<file path="config.mk">
export PLATFORM = sky130hd
export DESIGN_NAME = clksel_bank
export DESIGN_NICKNAME = d
export VERILOG_FILES = /design/src/rtl/clksel_bank.sv
export SDC_FILE = /design/constraint.sdc
export NUM_CORES = 2
export LEC_CHECK = 0
export BUFFER_PORTS_ARGS = -buffer_cell sky130_fd_sc_hd__buf_2
export CAP_MARGIN = 20
export CORE_MARGIN = 1
export CORE_UTILIZATION = 60
export CTS_CLUSTER_DIAMETER = 80
export CTS_CLUSTER_SIZE = 30
export DETAILED_ROUTE_END_ITERATION = 8
export GPL_TIMING_DRIVEN = 0
export PLACE_DENSITY = 0.74
export SYNTH_ARGS = -nofsm -noshare
export SYNTH_HDL_FRONTEND = slang
export SYNTH_SLANG_ARGS = --single-unit
</file>
<file path="constraint.sdc">
create_clock -name clk -period 4.8 [get_ports clk]
set_clock_uncertainty 0.2 [all_clocks]
set_input_delay 0.96 -clock clk [delete_from_list [all_inputs] [get_ports clk]]
set_output_delay 0.96 -clock clk [all_outputs]
set_load 0.02 [all_outputs]
</file>
<file path="src/rtl/clksel_bank.sv">
module clksel_bank #(
  parameter int NUM_ENTRIES  = 29,
  parameter int DATA_W       = 32,
  parameter int ADDR_W       = 9,
  parameter int SEL_W        = 4,
  parameter int NUM_UPD      = 4,
  parameter int NUM_RSVD     = 3,
  parameter int ENTRY_STRIDE = 12,
  parameter int A_ENTRY      = 22,
  parameter int A_SHIFT      = 0,
  parameter int A_UPD        = 2,
  parameter int A_BIT        = 24,
  parameter int B_ENTRY      = 28,
  parameter int B_SHIFT      = 16,
  parameter int B_UPD        = 3,
  parameter int B_BIT        = 18
) (
  input  logic              clk,
  input  logic              rst_n,
  input  logic [ADDR_W-1:0] bus_addr,
  input  logic [DATA_W-1:0] bus_wdata,
  input  logic              bus_we,
  output logic [DATA_W-1:0] bus_rdata,
  output logic [SEL_W-1:0]  sel_a,
  output logic [SEL_W-1:0]  sel_b
);
  localparam int ENTRY_BASE = 4 * (1 + NUM_UPD + NUM_RSVD);
  localparam logic [ADDR_W-1:0] MODE_ADDR  = '0;
  localparam logic [ADDR_W-1:0] UPD_A_ADDR = ADDR_W'(4 + 4 * A_UPD);
  localparam logic [ADDR_W-1:0] UPD_B_ADDR = ADDR_W'(4 + 4 * B_UPD);

  logic [DATA_W-1:0]      mode_q;
  logic [DATA_W-1:0]      ent [NUM_ENTRIES];
  logic [NUM_ENTRIES-1:0] cur_hit;
  logic [SEL_W-1:0]       pend_a, pend_b;
  logic                   upd_a, upd_b;

  always_ff @(posedge clk or negedge rst_n)
    if (!rst_n) mode_q <= '0;
    else if (bus_we && bus_addr == MODE_ADDR) mode_q <= bus_wdata;

  for (genvar g = 0; g < NUM_ENTRIES; g++) begin : g_ent
    localparam logic [ADDR_W-1:0] CUR_ADDR = ADDR_W'(ENTRY_BASE + ENTRY_STRIDE * g);
    localparam logic [ADDR_W-1:0] SET_ADDR = ADDR_W'(ENTRY_BASE + ENTRY_STRIDE * g + 4);
    localparam logic [ADDR_W-1:0] CLR_ADDR = ADDR_W'(ENTRY_BASE + ENTRY_STRIDE * g + 8);
    wire set_w = bus_we && bus_addr == SET_ADDR;
    wire clr_w = bus_we && bus_addr == CLR_ADDR;
    assign cur_hit[g] = bus_addr == CUR_ADDR;
    always_ff @(posedge clk or negedge rst_n)
      if (!rst_n)     ent[g] <= '0;
      else if (set_w) ent[g] <= ent[g] | bus_wdata;
      else if (clr_w) ent[g] <= ent[g] & ~bus_wdata;
  end

  always_comb begin
    bus_rdata = '0;
    if (bus_addr == MODE_ADDR) bus_rdata = mode_q;
    for (int i = 0; i < NUM_ENTRIES; i++)
      if (cur_hit[i]) bus_rdata = ent[i];
  end

  assign pend_a = ent[A_ENTRY][A_SHIFT +: SEL_W];
  assign pend_b = ent[B_ENTRY][B_SHIFT +: SEL_W];
  assign upd_a  = bus_we && bus_addr == UPD_A_ADDR && bus_wdata[A_BIT];
  assign upd_b  = bus_we && bus_addr == UPD_B_ADDR && bus_wdata[B_BIT];

  always_ff @(posedge clk or negedge rst_n)
    if (!rst_n) begin
      sel_a <= '0;
      sel_b <= '0;
    end else begin
      if (upd_a) sel_a <= pend_a;
      if (upd_b) sel_b <= pend_b;
    end
endmodule

</file>
Yosys cells after proc, flatten, opt, wreduce, memory -nomap -nowiden
Index checks and enable logic that the tools add are counted.

Register bits after elaboration: 968. Logic and storage cells: 361.

Equal/unequal tests: 89. Mux-type cells: 88. Bitwise gates (word level): 59. Reductions and logical operators: 93.

Operators by type and width (number): $mux 32 (88); $and 32x32->32 (29); $or 32x32->32 (29); $eq 9x8->1 const B (32); $eq 9x9->1 const B (31); $eq 9x7->1 const B (16); $eq 9x6->1 const B (8); $logic_and 1x1->1 (63); $reduce_bool 2->1 (29); $not 32->32 (1); $eq 9x4->1 const B (1); $eq 9x5->1 const B (1); $logic_not 9->1 (1).

Longest topological paths before layout
Depth in word-level cells: 31. Gate-level depth with buffers: 12.

Least setup slack after synthesis
Ideal clock, no wire load.

Path type: input to output. Start point: input bus_addr[4]. End point: output bus_rdata[6]. Data arrival time: 3.129 ns. Required time: 3.640 ns. Setup slack: 0.511 ns. Stages: 10. Buffers on the path: 3. Cells stage by stage: buf_2 -> or4b_1 -> buf_2 -> nor3_4 -> buf_4 -> a22oi_1 -> nand3_1 -> nor3_1 -> or3_1 -> a31oi_1.

Cells in the longest elaborated chain, start to end: 31. Elaborated cells on any way between the ends: 60. Classes of those cells: eq/ne (29); mux (30); reduce/logical (1).

RTL lines: start, declared (RTL line 20) `input logic [ADDR_W-1:0] bus_addr,`; $logic_not 9->1 (RTL line 57) `if (bus_addr == MODE_ADDR) bus_rdata = mode_q;`; $mux 32 (RTL line 57); $mux 32 (28 in series) (RTL line 59) `if (cur_hit[i]) bus_rdata = ent[i];`; $mux 32 (*) (RTL line 59); end, declared (RTL line 23) `output logic [DATA_W-1:0] bus_rdata,`.

Mark *: on every way between the ends. The rest lies on a longest branch, timed or not.

Worst setup path in the final report
Start point: input bus_addr[6]. End point: output bus_rdata[31].

Same word-level chain as after synthesis.

==> summary.txt <==
Die
  – Die Area: just under 80000 um2
  – Core Area: 76200 um2
  – Die W: 280 um
  – Initial core utilization: 60.8%
  – Die Y: around 280 um
  – Io pins: 84
  – # rows: 101

Yosys
  – Synth area leaders: dfrtp_1 (52%), a22o_1 (15%), nand2_1 (9.7%), o21ai_0 (2.9%), clkbuf_1 (2.9%)
  – Most frequent cell after synthesis: nand2_1
  – Top-area cell type share of the netlist area: 52.3%
  – Seq/Total Area, Yosys: between 50% and 60%
  – Largest area contributor in the netlist: dfrtp_1
  – Syn Inst Count: roughly 4800
  – #FFs+latches synth: 968
  – Top FF cell, synth: dfrtp_1
  – Ys async rst share: 100%
  – Post-synth net total: around 4800
  – Netlist cell types: 80
  – Ys Warns: 0
  – Syn Area/Cell: 9.74 um2
  – Post-synth EDFFs: 0
  – Mapped Area: 46300 um2
  – Synth top cells by count: nand2_1 (1202), dfrtp_1 (968), a22o_1 (814), clkbuf_1 (354), o21ai_0 (268)

Worst setup path
  – WP data required: roughly 3600 ps
  – CP max stage delay: 590 ps
  – Setup crit start kind: input port
  – Worst-path cell chain: buf_6 > buf_6 > nor4bb_2 > buf_4 > nand2_1 > buf_4 > o2bb2ai_1 > a211oi_2 > o211ai_1 > nor4b_2 > a21o_1 > buf_6
  – Most frequent CP cell: buf_6
  – FF-to-FF path depth: 1
  – Worst path bufs/invs: 5
  – Family with the most delay on the worst path: compound AO/OA/AOI/OAI gates
  – CP max FO: 10
  – Crit. End Element: output pin
  – Worst Path Arrival: approximately 4000 ps
  – Slowest-stage cell, CP: o211ai_1
  – Setup slack, reg-to-reg: 3670 ps
  – R2R Path End: sel_a[0]$_DFFE_PN0P_
  – Setup CP Type: in -> out

Routing
  – Wire per inst: around 35 um
  – Antenna Nets Post-Route: 0
  – Vias per cell: roughly 7.4
  – First-pass DRT Iterations: 9
  – Starting DRC count in detailed routing: 8146
  – # DRC: 23
  – Via count: 44697
  – Total length of routed wires: around 210 mm

Placement
  – Cells after DPL: 5847
  – GP Congestion: 1.07
  – DP Wirelength: 156 mm
  – Pre-CTS setup slack: -1620 ps
  – Port Buffer Count: 46
  – Placement Cell Area: 48100 um2

Pwr
  – Comb pwr share: under 10%
  – Internal power: 10.8 mW
  – Seq pwr share: about 57%
  – Sw frac: 28.0%
  – Switching pwr: 4.18 mW
  – Lkg Pwr: roughly 23 nW
  – VDD IR-drop max: 0.342 mV
  – Clock Power Share: 35.0%
  – Pwr Density: between 200 and 300 nW/um2

STA
  – Slew Viols, Final: 0
  – Fmax: 195 MHz
  – Setup tns final: -4320 ps
  – Worst setup margin: -339 ps
  – Post-route minimum period: a little over 5000 ps
  – Worst-Margin Slew: 1290 ps
  – Final Hold Viols: 0
  – Max_slew headroom: between 10% and 20%
  – Final setup violation count: 31
  – Crit share post-route: 107%
  – RSZ-0062 raised after global routing: true

Clock network
  – Skew-Pair Late Insertion Delay: ~660 ps
  – Clock sinks: around 970
  – Clock transition at path regs: roughly 100 ps
  – Root Buffer: clkbuf_16
  – Clock Path Buffers: 3
  – Total CTS buffers: 47
  – CTS tree: done
  – H-tree depth: 2

Outcome
  – Status: finished, violations left
  – Failing checks: design-rule violations, negative setup slack

Finish
  – Design Area, Final: 52600 um2
  – Final Non-Filler Cells: 6030
  – Layout Area Growth over Synthesis: 13.6%
  – Share of post-route cells with drive strength above 1: 14.3%
  – Final Core Density: 69.0%
  – Nets: 5003

Hold path
  – Class of the worst hold path: reg -> reg
  – Hold depth: 2

Global route
  – Gr ovfl total: 0
  – Initial antenna violation count: 15
  – Total GRT Usage: 52.6%
  – Largest net degree at the start of global routing: 127
  – Number of global-route vias before repair: 41005
  – First-pass GRT wire length: a little under 300 mm

Flow run
  – Max-Cap Viols: 0
## routing by layer
metal,GRT usage (%),vias to the layer above,part of all wire (%)
met3,22.5,910,17
met5,1.25,-,0.16
met4,32.1,20,7.7
li1,-,17726,-
met1,69.0,21995,36
met2,71.6,4046,40
## tightest hold or removal path, stage by stage (launching register included)
cell     delay, ps
dfrtp_1        360
nand2_1         50
o21ai_0         50
## what timing repair did
action                     4_1_cts  5_1_grt
setup buffers                   58       34
gates cloned                     4        0
setup endpoints to repair       32       32
hold buffers                     1        0
hold endpoints to repair        35        0
resized for setup              404      129
pin swaps                       44       47
## worst max-delay path by stage
stage	startpoint	end	slack (ps)	cells past startpoint
finish	bus_addr[6]	bus_rdata[31]	-340	12
global route	bus_addr[8]	bus_rdata[30]	-260	12
CTS	bus_addr[4]	bus_rdata[31]	-30	11
detailed placement	bus_addr[3]	bus_rdata[19]	-1620	11
global placement	rst_n	async pin	-18350	1
floorplan	bus_addr[4]	bus_rdata[6]	510	10
## power by group through the flow
stage | logic [mW] | registers (mW) | clock network [mW]
finish | 1.20 | 8.52 | 5.23
CTS | 1.10 | 8.50 | 5.13
global placement | 0.996 | 8.66 | 0
floorplan | 0.508 | 8.61 | 0
detailed placement | 1.04 | 8.65 | 0
global route | 1.24 | 8.53 | 5.43
## layout by cell type (no fill, tap or decap), types with 24 or more instances in the layout
cell type	n
nand2_1	1194
nand4_1	27
o21ai_0	250
clkbuf_4	24
clkbuf_2	28
buf_4	119
o211ai_1	30
clkbuf_16	52
buf_6	47
a21oi_1	94
buf_2	114
a22o_1	803
a22oi_1	61
a221oi_1	31
nor3_1	42
o22ai_1	133
nor2_1	125
dfrtp_1	968
buf_12	24
mux2_2	72
nand3_1	26
clkbuf_1	288
o221ai_1	25
## area by class of cell
class	instances	area [um2]
flip-flops and latches	968	24200
clock inverters	31	378
diodes	7	17.5
repair buffers	158	1600
well taps	1030	1290
inverters	1	3.75
clock buffers	52	1250
plain buffers	524	2910
fillers	5904	23600
multi-input cells	3259	20900
## through the flow
stage | power, mW | hold slack, ps
after global routing | 15.2 | 310
after CTS | 14.7 | 292
final | 15.0 | 289
after global placement | 9.66 | 257
after floorplan | 9.11 | 241
after detailed placement | 9.69 | 268
## logic make-up (layout without fill, tap and decap cells)
logic type             after synthesis  count (layout)  share of synthesized area, %
AOI/OAI and AO/OA                 1611            1611                          26.4
buffers and inverters              531             766                          4.82
DFF                                968             968                          52.3
muxes                               73              73                          1.77
other                                0               7                             0
and+or+nand+nor                   1575            1575                          14.7
No activity file was read; power rests on OpenSTA's default activity.
